===== src/rtl/idd_pkg.sv =====
package idd_pkg;

  localparam int ID_W = 8;

  typedef enum logic [2:0] {
    DM_FIXED   = 3'd0,
    DM_LOWEST  = 3'd1,
    DM_SMI     = 3'd2,
    DM_RSVD    = 3'd3,
    DM_NMI     = 3'd4,
    DM_INIT    = 3'd5,
    DM_STARTUP = 3'd6,
    DM_EXTINT  = 3'd7
  } dmode_e;

  typedef struct packed {
    logic [ID_W-1:0] dest;
    logic            logical;
    logic [7:0]      vector;
    dmode_e          mode;
    logic            level;
    logic            trig;
    logic [1:0]      shorthand;
  } req_fields_t;

endpackage


===== src/rtl/idd_field_decode.sv =====
module idd_field_decode
  import idd_pkg::*;
(
  input  logic        is_cmd,
  input  logic [31:0] addr,
  input  logic [31:0] data,
  input  logic [31:0] cmd_word,
  input  logic [7:0]  cmd_dest,
  output req_fields_t f
);

  // R1 message fields, R2 command fields
  always_comb begin
    if (is_cmd) begin
      f.dest      = cmd_dest;
      f.logical   = cmd_word[11];
      f.vector    = cmd_word[7:0];
      f.mode      = dmode_e'(cmd_word[10:8]);
      f.level     = cmd_word[14];
      f.trig      = cmd_word[15];
      f.shorthand = cmd_word[19:18];
    end else begin
      f.dest      = addr[19:12];
      f.logical   = addr[2];
      f.vector    = data[7:0];
      f.mode      = dmode_e'(data[10:8]);
      f.level     = data[14];
      f.trig      = data[15];
      f.shorthand = 2'd0;
    end
  end

  logic unused_bits;
  assign unused_bits = ^{addr[31:20], addr[11:3], addr[1:0], data[31:16],
                         data[13:11], cmd_word[31:20], cmd_word[17:16],
                         cmd_word[13:12]};

endmodule


===== src/rtl/idd_first_set.sv =====
module idd_first_set #(
  parameter int N = 32
) (
  input  logic [N-1:0] vec,
  output logic [N-1:0] first
);

  // isolate lowest set bit: two's complement trick, one carry chain
  assign first = vec & (~vec + N'(1));

endmodule


===== src/rtl/idd_target_table.sv =====
module idd_target_table #(
  parameter int N     = 32,
  parameter int IDX_W = 5
) (
  input  logic                 clk,
  input  logic                 rst,
  input  logic                 we,
  input  logic [IDX_W-1:0]     idx,
  input  logic [7:0]           phys_in,
  input  logic [7:0]           log_in,
  input  logic [3:0]           model_in,
  output logic [N-1:0][7:0]    phys_q,
  output logic [N-1:0][7:0]    log_q,
  output logic [N-1:0][3:0]    model_q
);

  // R11 defaults, R12 writes
  always_ff @(posedge clk) begin
    if (rst) begin
      for (int i = 0; i < N; i++) begin
        phys_q[i]  <= 8'(i);
        log_q[i]   <= 8'h00;
        model_q[i] <= 4'hF;
      end
    end else if (we) begin
      phys_q[idx]  <= phys_in;
      log_q[idx]   <= log_in;
      model_q[idx] <= model_in;
    end
  end

endmodule


===== src/rtl/idd_target_match.sv =====
module idd_target_match #(
  parameter int N = 32
) (
  input  logic [7:0]        dest,
  input  logic              logical,
  input  logic [N-1:0][7:0] phys,
  input  logic [N-1:0][7:0] lid,
  input  logic [N-1:0][3:0] model,
  output logic [N-1:0]      hit
);

  localparam logic [7:0] BCAST = 8'hFF;
  localparam logic [3:0] MDL_FLAT = 4'hF;
  localparam logic [3:0] MDL_CLUS = 4'h0;

  logic [N-1:0] phys_eq;
  logic [N-1:0] phys_one;
  logic [N-1:0] log_hit;

  for (genvar t = 0; t < N; t++) begin : g_tgt
    logic flat_m, clus_m;
    assign phys_eq[t] = (phys[t] == dest);
    // R4 flat compare
    assign flat_m = (model[t] == MDL_FLAT) && ((dest & lid[t]) != 8'h00);
    // R5 cluster compare
    assign clus_m = (model[t] == MDL_CLUS) && (dest[7:4] == lid[t][7:4]) &&
                    ((dest[3:0] & lid[t][3:0]) != 4'h0);
    assign log_hit[t] = flat_m | clus_m;
  end

  idd_first_set #(.N(N)) u_phys_first (.vec(phys_eq), .first(phys_one));

  // R3 physical: broadcast or first matching ID
  always_comb begin
    if (logical)            hit = log_hit;
    else if (dest == BCAST) hit = '1;
    else                    hit = phys_one;
  end

  // p_phys_single_r3: a non-broadcast physical request reaches at most one target
  always_comb begin
    if (!logical && dest != BCAST)
      p_phys_single_r3: assert ($onehot0(hit));
  end

endmodule


===== src/rtl/intdest_decoder.sv =====
module intdest_decoder
  import idd_pkg::*;
#(
  parameter int N_TGT = 32,
  localparam int IDX_W = (N_TGT > 1) ? $clog2(N_TGT) : 1
) (
  input  logic             clk,
  input  logic             rst,
  input  logic             cfg_we,
  input  logic [IDX_W-1:0] cfg_idx,
  input  logic [7:0]       cfg_phys_id,
  input  logic [7:0]       cfg_log_id,
  input  logic [3:0]       cfg_model,
  input  logic             req_valid,
  output logic             req_ready,
  input  logic             req_is_cmd,
  input  logic [31:0]      msg_addr,
  input  logic [31:0]      msg_data,
  input  logic [31:0]      cmd_word,
  input  logic [7:0]       cmd_dest,
  input  logic [IDX_W-1:0] cmd_src,
  output logic             dlv_valid,
  output logic             arb_sync,
  output logic             no_target,
  output logic [N_TGT-1:0] dlv_mask,
  output logic [7:0]       dlv_vector,
  output logic [2:0]       dlv_mode,
  output logic             dlv_trig
);

  req_fields_t              f;
  logic [N_TGT-1:0][7:0]    phys_q;
  logic [N_TGT-1:0][7:0]    log_q;
  logic [N_TGT-1:0][3:0]    model_q;
  logic [N_TGT-1:0]         hit;
  logic [N_TGT-1:0]         sender;
  logic [N_TGT-1:0]         sh_mask;
  logic [N_TGT-1:0]         lowest;
  logic [N_TGT-1:0]         final_mask;
  logic                     arb_req;
  logic                     accept;
  logic                     busy;

  idd_field_decode u_dec (
    .is_cmd   (req_is_cmd),
    .addr     (msg_addr),
    .data     (msg_data),
    .cmd_word (cmd_word),
    .cmd_dest (cmd_dest),
    .f        (f)
  );

  idd_target_table #(.N(N_TGT), .IDX_W(IDX_W)) u_tab (
    .clk      (clk),
    .rst      (rst),
    .we       (cfg_we),
    .idx      (cfg_idx),
    .phys_in  (cfg_phys_id),
    .log_in   (cfg_log_id),
    .model_in (cfg_model),
    .phys_q   (phys_q),
    .log_q    (log_q),
    .model_q  (model_q)
  );

  idd_target_match #(.N(N_TGT)) u_match (
    .dest    (f.dest),
    .logical (f.logical),
    .phys    (phys_q),
    .lid     (log_q),
    .model   (model_q),
    .hit     (hit)
  );

  // R6 shorthand
  assign sender = N_TGT'(1) << cmd_src;
  always_comb begin
    case (f.shorthand)
      2'd1:    sh_mask = sender;
      2'd2:    sh_mask = '1;
      2'd3:    sh_mask = ~sender;
      default: sh_mask = hit;
    endcase
  end

  // R7 lowest priority: single target
  idd_first_set #(.N(N_TGT)) u_low (.vec(sh_mask), .first(lowest));
  assign final_mask = (f.mode == DM_LOWEST) ? lowest : sh_mask;

  // R8 INIT level-deassert becomes an arbitration resync
  assign arb_req = req_is_cmd && (f.mode == DM_INIT) && !f.level && f.trig;

  // R10 handshake: one request in flight
  assign accept    = req_valid && req_ready;
  assign req_ready = !busy;

  always_ff @(posedge clk) begin
    if (rst) begin
      busy       <= 1'b0;
      dlv_valid  <= 1'b0;
      arb_sync   <= 1'b0;
      no_target  <= 1'b0;
      dlv_mask   <= '0;
      dlv_vector <= 8'h00;
      dlv_mode   <= 3'd0;
      dlv_trig   <= 1'b0;
    end else begin
      busy      <= accept;
      dlv_valid <= accept && (|final_mask) && !arb_req;
      arb_sync  <= accept && (|final_mask) && arb_req;
      no_target <= accept && !(|final_mask);
      if (accept) begin
        dlv_mask   <= final_mask;
        dlv_vector <= f.vector;
        dlv_mode   <= f.mode;
        dlv_trig   <= f.trig;
      end
    end
  end

  p_one_strobe_r10: assert property (@(posedge clk) disable iff (rst)
    $onehot0({dlv_valid, arb_sync, no_target}));

  p_resp_after_accept_r10: assert property (@(posedge clk) disable iff (rst)
    accept |=> (dlv_valid || arb_sync || no_target));

  p_quiet_idle_r10: assert property (@(posedge clk) disable iff (rst)
    !accept |=> !(dlv_valid || arb_sync || no_target));

  p_busy_after_accept_r10: assert property (@(posedge clk) disable iff (rst)
    accept |=> !req_ready);

  p_lowest_onehot_r7: assert property (@(posedge clk) disable iff (rst)
    (dlv_valid && dlv_mode == DM_LOWEST) |-> $onehot(dlv_mask));

  p_empty_mask_r9: assert property (@(posedge clk) disable iff (rst)
    no_target |-> (dlv_mask == '0));

  p_nonempty_mask_r9: assert property (@(posedge clk) disable iff (rst)
    (dlv_valid || arb_sync) |-> (dlv_mask != '0));

  p_resync_init_r8: assert property (@(posedge clk) disable iff (rst)
    arb_sync |-> (dlv_mode == DM_INIT));

endmodule


===== config.mk =====
export PLATFORM = sky130hd
export DESIGN_NAME = intdest_decoder
export DESIGN_NICKNAME = d
export VERILOG_FILES = /design/src/rtl/idd_pkg.sv /design/src/rtl/idd_field_decode.sv /design/src/rtl/idd_first_set.sv /design/src/rtl/idd_target_table.sv /design/src/rtl/idd_target_match.sv /design/src/rtl/intdest_decoder.sv
export SDC_FILE = /design/constraint.sdc
export NUM_CORES = 2
export LEC_CHECK = 0
export CAP_MARGIN = 5
export CORE_MARGIN = 8
export CORE_UTILIZATION = 55
export DETAILED_ROUTE_END_ITERATION = 10
export DONT_BUFFER_PORTS = 1
export HOLD_SLACK_MARGIN = 0.03
export PLACE_DENSITY = 0.82
export SLEW_MARGIN = 20
export SYNTH_ARGS = -nofsm -noshare
export SYNTH_HDL_FRONTEND = slang
export SYNTH_HIERARCHICAL = 1
export SYNTH_SLANG_ARGS = --single-unit

===== constraint.sdc =====
create_clock -name clk -period 6.5 [get_ports clk]
set_clock_uncertainty 0.15 [all_clocks]
set_input_delay 1.3 -clock clk [delete_from_list [all_inputs] [get_ports clk]]
set_output_delay 1.3 -clock clk [all_outputs]
set_load 0.1 [all_outputs]

==> summary.txt <==
Critical path
  – Critical Path AT: 6.44 ns
  – Reg-to-reg startpoint: u_tab/phys_q[22]
  – Endpoint class of the critical path: register
  – CP Max Fanout: 25
  – Slowest stage delay, CP: 0.76 ns
  – Worst setup path category: primary input to register
  – Critical Path Source: req_is_cmd
  – CP cell instances: mux2_4 -> xnor2_1 -> nand4_1 -> nor2_1 -> or4_4 -> or4_4 -> nor3_1 -> a211oi_1 -> a211oi_1 -> nor2_1 -> a21oi_1 -> nor4_2 -> nand4_1 -> nor4_1 -> nor4_1 -> and3_1 -> a31oi_1 -> or4_4 -> and3b_1
  – WP data required: 6.85 ns
  – Critical Path Start Type: primary input
  – Crit-path slowest cell: a211oi_1
  – Most Frequent Cell on Critical Path: or4_4

Timing
  – Final hold viol count: 0
  – Fin crit period: 6.09 ns
  – Slew Viols, Final: 543
  – Final period utilization: 93.8%
  – Least-Margin Pin Slew: 2.57 ns
  – Final worst slack: 0.406 ns
  – Max Fclk: 164 MHz
  – Final setup viols: 0
  – Slew HR: -71.1%
  – RSZ-0062 raised after global routing: no

Synthesis
  – YS warnings: 6
  – Post-synthesis area per instance: 9.79 um2
  – Async S/R FF share, synth: 0%
  – Mapped Area: 36100 um2
  – Synth cell types: 70
  – Most used DFF post-synth: dfxtp_1
  – Post-synth EDFFs: 0
  – Net count after synthesis: 3957
  – Top cell type's share of synthesized area: 38.1%
  – #FFs+latches synth: 688
  – Yosys top cell by area: dfxtp_1
  – Top cells by area, synth: dfxtp_1 (38%), mux2i_1 (18%), nand2b_1 (7.8%), xnor2_1 (6.5%), ha_1 (4.4%)
  – Post-Synthesis Cells: 3690
  – Sequential area share after synthesis: 38.1%

Floorplanning
  – Die W: 272 um
  – Boundary Pins: 187
  – Core Area: 65400 um2
  – Starting Density: 55.2%
  – Die height: 272 um
  – DIE AREA: 74100 um2
  – # rows: 94

Clock network
  – Hold Buf Count CTS: 0
  – Post-CTS setup buffers: 0
  – TritonCTS Sinks: 688
  – CTS Root Cell: clkbuf_16
  – Clock insertion delay at the later pin of the skew report: 0.61 ns
  – Num CTS Buffers: 70
  – Clk buf depth: 3
  – Post-CTS resize count: 0
  – H-Tree Depth: 3
  – CTS tree: built
  – Clock-pin transition on the worst setup and hold timing paths: 0.06 ns

GRT
  – Total gr overflow: 0
  – Largest net degree at the start of global routing: 712
  – First-pass GRT wire length: 150000 um
  – Initial antenna violation count: 2
  – Vias in the first global route: 27300
  – Tot GR Track Use: 25.1%

Detailed routing
  – Pre-Repair DR Iteration Count: 5
  – DRT Wirelength: 98400 um
  – Via count: 27400
  – Final ANT Viol Nets: 0
  – DRT iter0 DRCs: 2119
  – DRC: 0
  – Vias per std cell: 6.09
  – WL/cell: 21.8 um

Placed design
  – Port Buffers: 0
  – Setup WS pre-CTS: -0.0857 ns
  – Hpwl dp: 59600 um
  – DP Area: 36700 um2
  – Placer Congestion: 0.884

Power and ir drop
  – Leak pwr: 17.9 nW
  – Max VDD drop: 0.166 mV
  – Cell Pwr Density: 245 nW/um2

Job
  – Max_cap viols: 0

Final layout
  – Share of cells above drive strength 1: 9.90%
  – Layout Nets: 3862
  – Fin area: 39100 um2
  – Most frequent cells in the layout: dfxtp_1 (688), mux2i_1 (652), nand2b_1 (441)
  – Area grow syn2layout: 8.28%
  – Antenna diodes: 0
  – Commonest non-fill, non-tap cell in the layout: dfxtp_1

Run status
  – Failing checks: slew limit
  – Outcome: finished, violations left

Worst hold path
  – Min-delay src: u_tab/log_q[186]
  – Hold Crit Class: register to register
## kinds of logic (layout without fill, tap and decap cells)
logic type | Yosys count | in the layout | share of synthesized area, %
flops | 688 | 688 | 38.1
compound gates | 291 | 291 | 6.19
xor+xnor | 278 | 278 | 6.74
mux | 676 | 676 | 19.0
buf+inv | 331 | 286 | 5.09
simple gates | 1298 | 1298 | 20.4
fa+ha+maj | 128 | 128 | 4.43
## worst max-delay path, delay by kind of cell
kind | cells | cell delay [ns]
AND/OR/NAND/NOR | 13 | 3.27
AO/OA/AOI/OAI | 4 | 1.23
multiplexers | 1 | 0.42
XOR/XNOR | 1 | 0.18
## Yosys cell counts, types with 14 or more instances
| cell | number |
|---|---|
| dfxtp_1 | 688 |
| mux2i_1 | 652 |
| nand2b_1 | 451 |
| nor2_1 | 333 |
| xnor2_1 | 266 |
| nand2_1 | 131 |
| ha_1 | 128 |
| buf_2 | 117 |
| nor4_1 | 108 |
| clkbuf_1 | 104 |
| a211oi_1 | 75 |
| nand4_1 | 73 |
| buf_4 | 67 |
| a22o_1 | 64 |
| a21oi_1 | 40 |
| a41oi_1 | 32 |
| o211ai_1 | 32 |
| or4b_1 | 31 |
| nor3_1 | 28 |
| a311oi_1 | 23 |
| buf_6 | 22 |
| nor4_2 | 21 |
| mux2_4 | 18 |
| inv_1 | 14 |
| nand3b_1 | 14 |
## layer usage
metal	part of all wire, %	vias to the layer above	GRT usage, %
met2	48	956	43.6
met3	7.0	285	4.85
met1	41	13400	29.8
li1	-	12800	-
met4	4.0	2	11.2
met5	0.0071	-	0
## final timing paths
path                                    endpoint  slack (ns)  cells past startpoint
worst max-delay path                    arb_sync        0.41                     19
worst max register to register          arb_sync        1.25                     18
worst min register to register  u_tab/log_q[186]        0.33                      2
worst min-delay path            u_tab/log_q[186]        0.33                      2
## layout make-up
class / count / area, um2
Fill cell: 5313 / 26300
Multi-Input combinational cell: 2671 / 20700
Sequential cell: 688 / 13800
Clock buffer: 104 / 2070
Timing Repair Buffer: 149 / 1230
Tap cell: 864 / 1080
Clock inverter: 18 / 243
Inverter: 15 / 56.3
## metrics by stage
stage	power (mW)	TNS, ns	std cells	util (%)	hold slack (ns)
3_3_place_gp	5.52	-0.0181	4385	56.1	0.310
3_5_place_dp	5.54	-0.152	4387	56.2	0.315
2_1_floorplan	5.28	0	3690	-	0.299
4_1_cts	9.60	0	4509	59.7	0.330
6_report	9.59	0	4509	59.8	0.328
5_1_grt	9.84	0	4509	59.8	0.343
## state kept, by name, summed over array words and instances, names as in the netlist
| name | count |
|---|---|
| dlv_vector | 8 |
| no_target | 1 |
| dlv_trig | 1 |
| dlv_valid | 1 |
| u_tab/phys_q | 256 |
| u_tab/model_q | 128 |
| arb_sync | 1 |
| busy | 1 |
| u_tab/log_q | 256 |
| dlv_mode | 3 |
| dlv_mask | 32 |
## power breakdown
part,switching (mW),internal (mW)
registers,0.200,4.27
logic,0.608,0.410
clock network,1.69,2.41
total,2.50,7.09
No activity file was read; power rests on OpenSTA's default activity.
